$ cat src/rtl/wwdt_pkg.sv
package wwdt_pkg;
  localparam int ADDR_W = 3;

  localparam logic [ADDR_W-1:0] ADDR_CTRL = 3'd0;
  localparam logic [ADDR_W-1:0] ADDR_LOAD = 3'd1;
  localparam logic [ADDR_W-1:0] ADDR_FEED = 3'd2;
  localparam logic [ADDR_W-1:0] ADDR_WIN  = 3'd3;
  localparam logic [ADDR_W-1:0] ADDR_WARN = 3'd4;

  localparam int CTL_RUN      = 0;
  localparam int CTL_MODE_RST = 1;
  localparam int CTL_CLR_TMO  = 2;
  localparam int CTL_CLR_WARN = 3;
  localparam int CTL_W        = 4;

  localparam logic [7:0] KEY_ARM  = 8'hAA;
  localparam logic [7:0] KEY_FIRE = 8'h55;

  typedef enum logic {
    KEY_IDLE  = 1'b0,
    KEY_ARMED = 1'b1
  } key_state_e;
endpackage

$ cat src/rtl/wwdt_cfg_regs.sv
module wwdt_cfg_regs
  import wwdt_pkg::*;
#(
  parameter int              CW       = 16,
  parameter logic [CW-1:0]   LOAD_RST = '1
) (
  input  logic              clk,
  input  logic              rst,
  input  logic              wr_en,
  input  logic [ADDR_W-1:0] wr_addr,
  input  logic [CW-1:0]     wr_data,
  output logic              run,
  output logic              mode_rst,
  output logic [CW-1:0]     load_val,
  output logic [CW-1:0]     win_val,
  output logic [CW-1:0]     warn_val,
  output logic              clr_tmo,
  output logic              clr_warn,
  output logic              feed_wr
);
  logic ctrl_wr;
  logic ctrl_unused;

  assign ctrl_wr     = wr_en && (wr_addr == ADDR_CTRL);
  assign feed_wr     = wr_en && (wr_addr == ADDR_FEED);
  assign clr_tmo     = ctrl_wr && wr_data[CTL_CLR_TMO];
  assign clr_warn    = ctrl_wr && wr_data[CTL_CLR_WARN];
  assign ctrl_unused = ^wr_data[CW-1:CTL_W];

  always_ff @(posedge clk) begin
    if (rst) begin
      run      <= 1'b0;
      mode_rst <= 1'b0;
      load_val <= LOAD_RST;
      win_val  <= '1;
      warn_val <= '0;
    end else if (wr_en) begin
      case (wr_addr)
        ADDR_CTRL: begin
          run      <= run | wr_data[CTL_RUN];
          mode_rst <= wr_data[CTL_MODE_RST];
        end
        ADDR_LOAD: load_val <= wr_data;
        ADDR_WIN:  win_val  <= wr_data;
        ADDR_WARN: warn_val <= wr_data;
        default: ;
      endcase
    end
  end

  // once running, only a reset stops the timer
  assert_run_locked_R1: assert property (@(posedge clk) disable iff (rst)
    run |=> run);
endmodule

$ cat src/rtl/wwdt_key_seq.sv
module wwdt_key_seq
  import wwdt_pkg::*;
#(
  parameter int CW = 16
) (
  input  logic          clk,
  input  logic          rst,
  input  logic          feed_wr,
  input  logic [CW-1:0] feed_val,
  output logic          seq_ok,
  output logic          seq_err
);
  key_state_e state_q;
  key_state_e state_d;
  logic       is_arm;
  logic       is_fire;

  assign is_arm  = (feed_val == CW'(KEY_ARM));
  assign is_fire = (feed_val == CW'(KEY_FIRE));
  assign seq_ok  = feed_wr && (state_q == KEY_ARMED) && is_fire;
  assign seq_err = feed_wr && (state_q == KEY_ARMED) && !is_fire;

  always_comb begin
    state_d = state_q;
    if (feed_wr) begin
      state_d = (state_q == KEY_IDLE && is_arm) ? KEY_ARMED : KEY_IDLE;
    end
  end

  always_ff @(posedge clk) begin
    if (rst) state_q <= KEY_IDLE;
    else     state_q <= state_d;
  end

  // any feed write taken in the armed state closes the sequence
  assert_key_closes_R3: assert property (@(posedge clk) disable iff (rst)
    (seq_ok || seq_err) |=> state_q == KEY_IDLE);
endmodule

$ cat src/rtl/wwdt_down_counter.sv
module wwdt_down_counter #(
  parameter int            CW       = 16,
  parameter logic [CW-1:0] LOAD_RST = '1
) (
  input  logic          clk,
  input  logic          rst,
  input  logic          run,
  input  logic          reload,
  input  logic [CW-1:0] load_val,
  input  logic [CW-1:0] warn_val,
  output logic [CW-1:0] cnt,
  output logic          zero,
  output logic          warn_hit
);
  assign zero     = (cnt == '0);
  assign warn_hit = (cnt == warn_val);

  always_ff @(posedge clk) begin
    if (rst) begin
      cnt <= LOAD_RST;
    end else if (run) begin
      cnt <= reload ? load_val : cnt - 1'b1;
    end
  end

  // a stopped timer keeps its count whatever is written
  assert_hold_when_off_R3: assert property (@(posedge clk) disable iff (rst)
    !run |=> $stable(cnt));

  // an expired count is followed by the reload value
  assert_expire_reload_R2: assert property (@(posedge clk) disable iff (rst)
    (run && zero) |=> cnt == $past(load_val));
endmodule

$ cat src/rtl/wwdt_core.sv
module wwdt_core
  import wwdt_pkg::*;
#(
  parameter int CW = 16
) (
  input  logic              clk,
  input  logic              por_n,
  input  logic              sys_rst_n,
  input  logic              wr_en,
  input  logic [ADDR_W-1:0] wr_addr,
  input  logic [CW-1:0]     wr_data,
  output logic              en_o,
  output logic [CW-1:0]     cnt_o,
  output logic              rst_req_o,
  output logic              evt_irq_o,
  output logic              warn_irq_o,
  output logic              tmo_flag_o
);
  localparam logic [CW-1:0] LOAD_RST = '1;

  logic          rst;
  logic          run, mode_rst, clr_tmo, clr_warn, feed_wr;
  logic [CW-1:0] load_val, win_val, warn_val;
  logic          seq_ok, seq_err;
  logic          zero, warn_hit;
  logic          early, expire, fault, feed_good, reload;

  assign rst = !por_n || !sys_rst_n;

  wwdt_cfg_regs #(.CW(CW), .LOAD_RST(LOAD_RST)) u_regs (
    .clk, .rst, .wr_en, .wr_addr, .wr_data,
    .run, .mode_rst, .load_val, .win_val, .warn_val,
    .clr_tmo, .clr_warn, .feed_wr
  );

  wwdt_key_seq #(.CW(CW)) u_keys (
    .clk, .rst, .feed_wr, .feed_val(wr_data), .seq_ok, .seq_err
  );

  wwdt_down_counter #(.CW(CW), .LOAD_RST(LOAD_RST)) u_cnt (
    .clk, .rst, .run, .reload, .load_val, .warn_val,
    .cnt(cnt_o), .zero, .warn_hit
  );

  assign early     = run && seq_ok && (cnt_o > win_val);
  assign feed_good = run && seq_ok && !(cnt_o > win_val);
  assign expire    = run && zero;
  assign fault     = expire || early || (run && seq_err);
  assign reload    = fault || feed_good;
  assign en_o      = run;

  always_ff @(posedge clk) begin
    if (rst) begin
      rst_req_o  <= 1'b0;
      evt_irq_o  <= 1'b0;
      warn_irq_o <= 1'b0;
    end else begin
      rst_req_o <= fault && mode_rst;
      if (fault && !mode_rst) evt_irq_o <= 1'b1;
      else if (clr_tmo)       evt_irq_o <= 1'b0;
      if (run && warn_hit)    warn_irq_o <= 1'b1;
      else if (clr_warn)      warn_irq_o <= 1'b0;
    end
  end

  always_ff @(posedge clk) begin
    if (!por_n) begin
      tmo_flag_o <= 1'b0;
    end else if (sys_rst_n) begin
      if (fault)        tmo_flag_o <= 1'b1;
      else if (clr_tmo) tmo_flag_o <= 1'b0;
    end
  end

  // a system reset alone never clears the fault flag
  assert_flag_survives_R7: assert property (@(posedge clk) disable iff (!por_n)
    (!sys_rst_n && tmo_flag_o) |=> tmo_flag_o);

  // a reset request always comes with the fault flag
  assert_req_has_flag_R6: assert property (@(posedge clk) disable iff (rst)
    rst_req_o |-> tmo_flag_o);

  // a rising fault interrupt always comes with the fault flag
  assert_irq_has_flag_R6: assert property (@(posedge clk) disable iff (rst)
    $rose(evt_irq_o) |-> tmo_flag_o);

  // the warning rises only after the count matched the threshold
  assert_warn_cause_R8: assert property (@(posedge clk) disable iff (rst)
    $rose(warn_irq_o) |-> $past(cnt_o) == $past(warn_val));
endmodule

$ cat config.mk
export PLATFORM = sky130hd
export DESIGN_NAME = wwdt_core
export DESIGN_NICKNAME = d
export VERILOG_FILES = /design/src/rtl/wwdt_pkg.sv /design/src/rtl/wwdt_cfg_regs.sv /design/src/rtl/wwdt_key_seq.sv /design/src/rtl/wwdt_down_counter.sv /design/src/rtl/wwdt_core.sv
export SDC_FILE = /design/constraint.sdc
export NUM_CORES = 1
export LEC_CHECK = 0
export ABC_AREA = 1
export BUFFER_PORTS_ARGS = -buffer_cell sky130_fd_sc_hd__buf_2
export CAP_MARGIN = 20
export CORE_ASPECT_RATIO = 1.5
export CORE_MARGIN = 2
export CORE_UTILIZATION = 44
export CTS_BUF_LIST = sky130_fd_sc_hd__clkbuf_4 sky130_fd_sc_hd__clkbuf_8
export CTS_CLUSTER_DIAMETER = 50
export DETAILED_ROUTE_END_ITERATION = 12
export PLACE_DENSITY = 0.69
export SYNTH_ARGS = -nofsm -noshare
export SYNTH_HDL_FRONTEND = slang
export SYNTH_SLANG_ARGS = --single-unit
$ cat constraint.sdc
create_clock -name clk -period 3.52 [get_ports clk]
set_input_delay 0.352 -clock clk [delete_from_list [all_inputs] [get_ports clk]]
set_output_delay 0.352 -clock clk [all_outputs]
set_load 0.02 [all_outputs]
==> results of run 1 <==
## cell families (layout without fill, tap and decap cells)
logic type,Yosys count,after routing
AO/OA/AOI/OAI,124,124
flip-flops,71,71
adder cells (fa/ha/maj),17,17
buffers and inverters,99,139
AND/OR/NAND/NOR,211,211
XOR/XNOR,14,14
## layer usage
metal,vias to the layer above,track usage,part of all wire
li1,1825,-,-
met1,1629,0.276,0.44
met2,70,0.347,0.50
met3,17,0.0337,0.034
met4,0,0.101,0.028
met5,-,0,0
## power by group through the flow
stage	Combinational [W]	Clock (W)	Sequential [W]
after floorplan	0.0000566	0	0.000835
after global placement	0.0000959	0	0.000836
after detailed placement	0.0000980	0	0.000836
after CTS	0.0000988	0.000638	0.000817
after global routing	0.000112	0.000672	0.000818
final	0.0000987	0.000625	0.000818
## how the worst max path moves through the flow
stage,end,cells past startpoint
2_1_floorplan,u_cnt.cnt[10],12
3_3_place_gp,u_regs.warn_val[7],5
3_5_place_dp,u_regs.warn_val[8],5
4_1_cts,u_cnt.cnt[15],13
5_1_grt,u_cnt.cnt[15],13
6_report,u_cnt.cnt[14],13
## cell type report
type	count	area share
clock buffers	15	0.0438
inverters	77	0.0681
multi-input cells	366	0.468
flip-flops and latches	71	0.332
well taps	107	0.0313
repair buffers	47	0.0573
## per-stage QoR
stage	worst slack [ps]	cell area (um^2)	total power, W	util	cells
floorplan	1730	3820	0.000891	-	536
global placement	1510	4090	0.000932	0.487	668
detailed placement	1490	4090	0.000934	0.487	668
CTS	1600	4280	0.00155	0.509	683
global route	1420	4280	0.00160	0.509	683
finish	1590	4280	0.00154	0.509	683
## synth_stat cells, drive strengths merged
library cell / number
a21o: 1
and2: 2
buf: 8
xor2: 10
ha: 17
nand4: 3
a21oi: 49
xnor2: 4
clkinv: 1
inv: 76
o22ai: 4
o21ai: 37
nand3: 21
o211ai: 30
clkbuf: 14
nand2: 125
o2111ai: 3
or2: 2
nor2: 50
nand3b: 1
nor3: 7
dfxtp: 71
## flip-flops by register name, indices dropped and copies added (netlist names)
name and count:
u_cnt.cnt 16, warn_irq_o 1, u_regs.run 1, tmo_flag_o 1, u_regs.win_val 16, u_keys.state_q 1
u_regs.load_val 16, rst_req_o 1, u_regs.warn_val 16, u_regs.mode_rst 1, evt_irq_o 1
## layout by cell type (no fill, tap or decap), drive strengths merged, types with 7 or more instances in the layout
master,n
a21oi,49
buf,47
clkbuf,15
dfxtp,71
ha,17
inv,76
nand2,125
nand3,21
nor2,50
nor3,7
o211ai,30
o21ai,37
xor2,10
## tightest hold or removal path, cell delays in order
cell     delay (ps)
buf_2            90
nand3_1          70
nand2_1          70
==> out/results.tsv, run 1 <==
metric	value	unit
p_int	0.00118	W
synth_area_per_cell	7.12	um^2
path_max_fanout	19	
cpPeakStageDelay	330	ps
leakage	1.93	nW
synth_fa_ha_area_frac	0.0557	
via_count	3541	
finalHoldViolations	0	
start_util	0.454	
cts_tree	built	
multi_input_area	2000	um^2
p_sw	0.000363	W
seq_area_frac_synth	0.372	
drv_cap	0	
r2r-start	u_cnt.cnt[0]	
p_per_area	360	nW/um^2
synth_top_area_share	0.372	
ys_ff_latch	71	
num_antenna_cells	0	
cp.required	3770	ps
crit_family	simple AND/OR/NAND/NOR gates	
pwr-share-comb	0.064	
wirelength	9.47	mm
grt_usage	0.215	
timing.rr.end	u_cnt.cnt[14]	
synthDistinctLibCells	35	
fin_nets	612	
syn-num-nets	576	
startpoint	u_cnt.cnt[0]	
io_buffers	43	
pwr-share-clk	0.406	
area_delta_synth_final	12.1	%
grt_pass1_wl	15.8	mm
avgViaCountPerCell	5.18	
crit_chain	inv_1 -> ha_1 -> nand2_2 -> nor2_4 -> nand3_2 -> nor2_4 -> nand2_4 -> nand2_8 -> inv_4 -> nand2_1 -> nand2_1 -> nand2_1 -> nand2_1	
max_slew_margin	0.286	
grt_max_degree	54	
min_period	1930	ps
cp.buffers_inverters	2	
synth_compound_area_frac	0.187	
max_slew.worst_pin.slew	1070	ps
setup_violations	0	
die_height	118	um
maxSlewViolCount	0	
first_global_vias	3271	
ys_top_cells_by_area	dfxtp_1 (37%), nand2_1 (12%), inv_1 (7.1%)	
cts_buffers	9	
hold_depth	3	
synthSimpleGateAreaFrac	0.247	
htreeDepth	3	
end_kind	flop	
synth.largest_area_cell	dfxtp_1	
grt_setup_unrepaired	false	
clock_skew	7.99	ps
clockBufferDepth	2	
clock-root-buffer	clkbuf_8	
synth.area.mux_share	0	
holdWs	255	ps
first_iter_violations	180	
ys_warn_count	0	
die-area	9460	um^2
cts_setup_buffers	0	
clock-sinks	71	
p_sw_frac	0.236	
cts_hold_buf	0	
drc	0	
netlist_area	3820	um^2
fmax	519	MHz
vdd_drop_max	0.214	mV
fillers	892	
fin_crit_sh	0.547	
r2r_cells	13	
antenna_found_initial	0	
rows	41	
routedWlPerCell	13.9	um
crit_path_start_kind	flop	
dp_hpwl	7.07	mm
final_layout_size_suffix_gt1_frac	0.148	
rrSetupSlack	1590	ps
fin_setup_tns	0	ps
crit_arrival	2180	ps
overflow	0	
routabilityCongestion	0.855	
ant_nets	0	
drt_pass1_iterations	4	
syn_inst	536	
holdCritPathClass	in2reg	
criticalPathCategory	reg2reg	
cts.clk_slew.worst_paths	70	ps
synth_top_family_by_area	simple AND/OR/NAND/NOR gates	
post_cts_resize_count	0	
regArea	1420	um^2
synthXorXnorAreaFrac	0.0321	
die_w	80.1	um
clock_latency	360	ps
fp.coreArea	8410	um^2
whs_endpoint	tmo_flag_o	
crit_slowest_cell	dfxtp_1	
power.share.sequential	0.530	
crit_top_cell	nand2_1	
outcome	complete, no violations	
ios	44	
hp-start	por_n	
(Power assumes the default switching activity.)
==> run 2, diff against run 1 <==
==> constraint.sdc (replaced) <==
create_clock -name clk -period 2 [get_ports clk]
set_input_delay 0.2 -clock clk [delete_from_list [all_inputs] [get_ports clk]]
set_output_delay 0.2 -clock clk [all_outputs]
set_load 0.02 [all_outputs]
==> out/results.tsv, run 2 (synthesis gave the netlist of run 1 again) <==
metric	value	unit
outcome	complete, no violations	
placed_area	4180	um^2
wirelength	9.92	mm
setup_violations	0	
num_antenna_cells	0	
grt_pass1_wl	16.5	mm
cts.clk_slew.worst_paths	80	ps
maxSlewViolCount	0	
first_iter_violations	229	
final_layout_size_suffix_gt1_frac	0.166	
fin_cells	696	
finish.instance_area	4380	um^2
layout_common_cells	nand2_1 (121), inv_1 (72), dfxtp_1 (71)	
fin_crit_sh	0.899	
clockBufferDepth	2	
crit_slowest_cell	dfxtp_1	
drt_pass1_iterations	4	
wl_met1	4.23	mm
multi_input_area	2000	um^2
fillers	861	
die_w	80.1	um
crit_top_cell	nand2_1	
p_per_area	635	nW/um^2
grt_usage	0.223	
dp_hpwl	7.42	mm
die_height	118	um
start_util	0.454	
via_count	3625	
rows	41	
fin_nets	624	
pre_cts_ws	217	ps
clock_skew	11.4	ps
criticalPathCategory	reg2reg	
first_global_vias	3427	
area_delta_synth_final	14.7	%
post_cts_resize_count	0	
setup_ws	202	ps
io_buffers	43	
grt_max_degree	54	
finalHoldViolations	0	
die-area	9460	um^2
cts_hold_buf	0	
ios	44	
max_slew_margin	0.651	
cts_tree	built	
regArea	1420	um^2
crit_chain	inv_1 -> ha_1 -> nand2_2 -> nor2_4 -> nand3_2 -> nor2_4 -> nand2_4 -> nand2_8 -> inv_4 -> nand2_1 -> nand2_1 -> nand2_1 -> nand2_1	
crit_arrival	2050	ps
ant_nets	0	
crit_path_start_kind	flop	
routabilityCongestion	0.878	
grt_setup_unrepaired	false	
cts_setup_buffers	0	
overflow	0	
fp.coreArea	8410	um^2
topRoutingLayerUsed	met4	
rrSetupSlack	200	ps
vdd_drop_max	0.387	mV
cts_buffers	9	
holdCritPathClass	in2reg	
min_period	1800	ps
fmax	556	MHz
end_kind	flop	
path_max_fanout	19	
routedWlPerCell	14.3	um
clock-root-buffer	clkbuf_8	
max_slew.worst_pin.slew	523	ps
cp.required	2250	ps
htreeDepth	3	
fin_setup_tns	0	ps
antenna_found_initial	0	
clock-sinks	71	
dr_wl_met2	4.88	mm
drv_cap	0	
dp.cells	680	
clock_latency	350	ps
avgViaCountPerCell	5.21	
cpPeakStageDelay	330	ps
dr_wl_met3	590	um
final_common_cell	nand2_1	
leakage	1.99	nW
drc	0	
[run 2: final timing paths]
| path | startpoint | to | cells past startpoint |
|---|---|---|---|
| worst max-delay path | u_cnt.cnt[0] | u_cnt.cnt[15] | 13 |
| worst min-delay path | wr_data[13] | u_regs.load_val[13] | 3 |
| worst max register to register | u_cnt.cnt[0] | u_cnt.cnt[15] | 13 |
| worst min register to register | u_regs.warn_val[5] | u_regs.warn_val[5] | 2 |
[run 2: cell type report]
cell class | instances | share of cell area
Clock inverter | 4 | 0.0103
Multi-Input combinational cell | 366 | 0.457
Sequential cell | 71 | 0.324
Inverter | 77 | 0.0665
Timing Repair Buffer | 59 | 0.0765
Clock buffer | 12 | 0.0348
Tap cell | 107 | 0.0306
[run 2: metal layers]
layer  global-route usage  vias up
met3               0.0537       19
met4               0.0816        0
li1                     -     1847
met2                0.359       90
met1                0.286     1669
met5                    0        -
[run 2: power breakdown]
group | leakage, nW | switching (W) | internal (W)
registers | 0.575 | 0.00000863 | 0.00143
logic | 1.31 | 0.000118 | 0.0000584
clock network | 0.107 | 0.000537 | 0.000632
[run 2: critical path: cells and delay by family (launching register included)]
kind / cells / cell delay (ps)
adders and majority gates: 1 / 180
and+or+nand+nor: 10 / 990
buffers and inverters: 2 / 190
DFF: 1 / 330
[run 2: stage by stage]
step	total power (W)	utilization	hold slack (ps)
6_report	0.00278	0.521	112
5_1_grt	0.00291	0.521	99.5
4_1_cts	0.00279	0.521	103
3_5_place_dp	0.00165	0.497	454
3_3_place_gp	0.00164	0.497	451
2_1_floorplan	0.00157	-	326
==> run 3, diff against run 2 <==
--- a/config.mk
+++ b/config.mk
@@ -5,7 +5,6 @@
 export SDC_FILE = /design/constraint.sdc
 export NUM_CORES = 1
 export LEC_CHECK = 0
-export ABC_AREA = 1
 export BUFFER_PORTS_ARGS = -buffer_cell sky130_fd_sc_hd__buf_2
 export CAP_MARGIN = 20
 export CORE_ASPECT_RATIO = 1.5
==> out/results.tsv, run 3 <==
metric	value	unit
fmax	503	MHz
die_height	116	um
cts_tree	built	
synth_top_area_share	0.384	
start_util	0.446	
wirelength	11.4	mm
cts.clk_slew.worst_paths	80	ps
final_layout_size_suffix_gt1_frac	0.250	
fp.coreArea	8310	um^2
crit_arrival	2230	ps
placed_area	4220	um^2
syn_inst	454	
clock-sinks	71	
fin_nets	565	
finish.instance_area	4500	um^2
leakage	1.89	nW
synthFlopType	dfxtp_1	
num_antenna_cells	0	
seq_area_frac_synth	0.384	
ys_top_cells_by_area	dfxtp_1 (38%), nand2_1 (9.6%), ha_1 (5.7%)	
synth.largest_area_cell	dfxtp_1	
clock-root-buffer	clkbuf_8	
holdCritPathClass	in2reg	
netlist_area	3700	um^2
via_count	3674	
fin_cells	635	
cp.required	2240	ps
path_max_fanout	11	
grt_pass1_wl	18.1	mm
yosys.cell_count.top_type	nand2_1	
area_delta_synth_final	21.4	%
maxSlewViolCount	0	
io_buffers	43	
end_kind	flop	
criticalPathCategory	reg2reg	
vdd_drop_max	0.357	mV
synth_edf_count	0	
max_slew.worst_pin.slew	801	ps
ios	44	
finalHoldViolations	0	
grt_usage	0.261	
cts_hold_buf	0	
holdWs	113	ps
fin_util	0.541	
syn-num-nets	494	
die-area	9190	um^2
outcome	complete, no violations	
crit_path_start_kind	flop	
avgViaCountPerCell	5.79	
ys_top_cells_by_count	nand2_1 (95), dfxtp_1 (71), a21oi_1 (39), nand3_1 (28), inv_1 (21)	
clock_latency	360	ps
cts_buffers	9	
overflow	0	
drt_pass1_iterations	5	
dp.cells	617	
die_w	78.9	um
p_per_area	600	nW/um^2
clockBufferDepth	2	
dp_hpwl	8.33	mm
ys_ff_latch	71	
max_slew_margin	0.466	
synth_area_per_cell	8.16	um^2
fin_crit_sh	0.994	
grt_max_degree	33	
min_period	1990	ps
first_global_vias	3447	
first_iter_violations	394	
drc	0	
routabilityCongestion	0.869	
ant_nets	0	
drv_cap	0	
clock_skew	9.77	ps
rows	41	
grt_setup_unrepaired	true	
setup_violations	0	
htreeDepth	3	
layout_common_cells	nand2_1 (95), dfxtp_1 (64), buf_4 (46)	
final_common_cell	nand2_1	
synthDistinctLibCells	59	
ys_warn_count	0	
routedWlPerCell	17.9	um
async_flop_share	0	
antenna_found_initial	0	
==> run 3: layout make-up <==
| type | count | area (um^2) |
|---|---|---|
| Fill cell | 807 | 3810 |
| Multi-Input combinational cell | 333 | 2120 |
| Sequential cell | 71 | 1430 |
| Timing Repair Buffer | 89 | 561 |
| Clock buffer | 13 | 166 |
| Tap cell | 107 | 134 |
| Inverter | 21 | 78.8 |
| Clock inverter | 1 | 5.00 |
==> run 3: cell families (layout without fill, tap and decap cells) <==
family                     Yosys count  after routing  share of synthesized area
buffers and inverters               50            124                     0.0672
and+or+nand+nor                    196            196                      0.275
AOI/OAI and AO/OA                  104            104                      0.179
xor gates and xnor gates            16             16                     0.0378
adders and majority gates           17             17                     0.0574
DFF                                 71             71                      0.384
==> run 3: metrics by stage <==
stage / setup WS, ps / power [W] / TNS [ps]
floorplan: 0.426 / 0.00155 / 0
global placement: -282 / 0.00165 / -751
detailed placement: -270 / 0.00166 / -721
CTS: 1.91 / 0.00270 / 0
global route: -22.3 / 0.00280 / -43.7
finish: 12.1 / 0.00270 / 0
==> run 3: path summary, 6_finish.rpt <==
kind	from	end	slack, ps	depth (start not counted)
worst max register to register	u_cnt.cnt[0]	u_cnt.cnt[6]	10	8
worst max-delay path	u_cnt.cnt[0]	u_cnt.cnt[6]	10	8
worst min register to register	u_regs.mode_rst	evt_irq_o	450	1
worst min-delay path	wr_data[15]	u_regs.load_val[15]	110	3
==> run 3: worst max-delay path, cell delays in order (launching register included) <==
cell and delay (ps):
dfxtp_1 340, inv_1 60, ha_1 200, or3b_4 270
nor3_4 50, a21o_4 250, buf_4 170, a22o_1 210
or3_1 320
==> run 3: timing repair <==
item	in CTS	in global routing
setup endpoints to repair	3	4
buffers inserted	1	3
pin swaps	1	5
gates resized for setup	6	12
==> run 3: power by group <==
part           leakage, nW  internal [W]  switching, W  total (W)
sequential           0.571       0.00143    0.00000672    0.00143
combinational         1.22     0.0000812      0.000135   0.000216
clock               0.0922      0.000531      0.000518    0.00105
total                 1.89       0.00204      0.000660    0.00270
==> run 3: per-layer routing <==
| metal | wire length (um) | up-vias | GRT usage |
|---|---|---|---|
| met4 | 550 | 0 | 0.141 |
| met2 | 5640 | 141 | 0.448 |
| met5 | 0 | - | 0 |
| li1 | - | 1753 | - |
| met3 | 634 | 44 | 0.0456 |
| met1 | 4550 | 1736 | 0.310 |
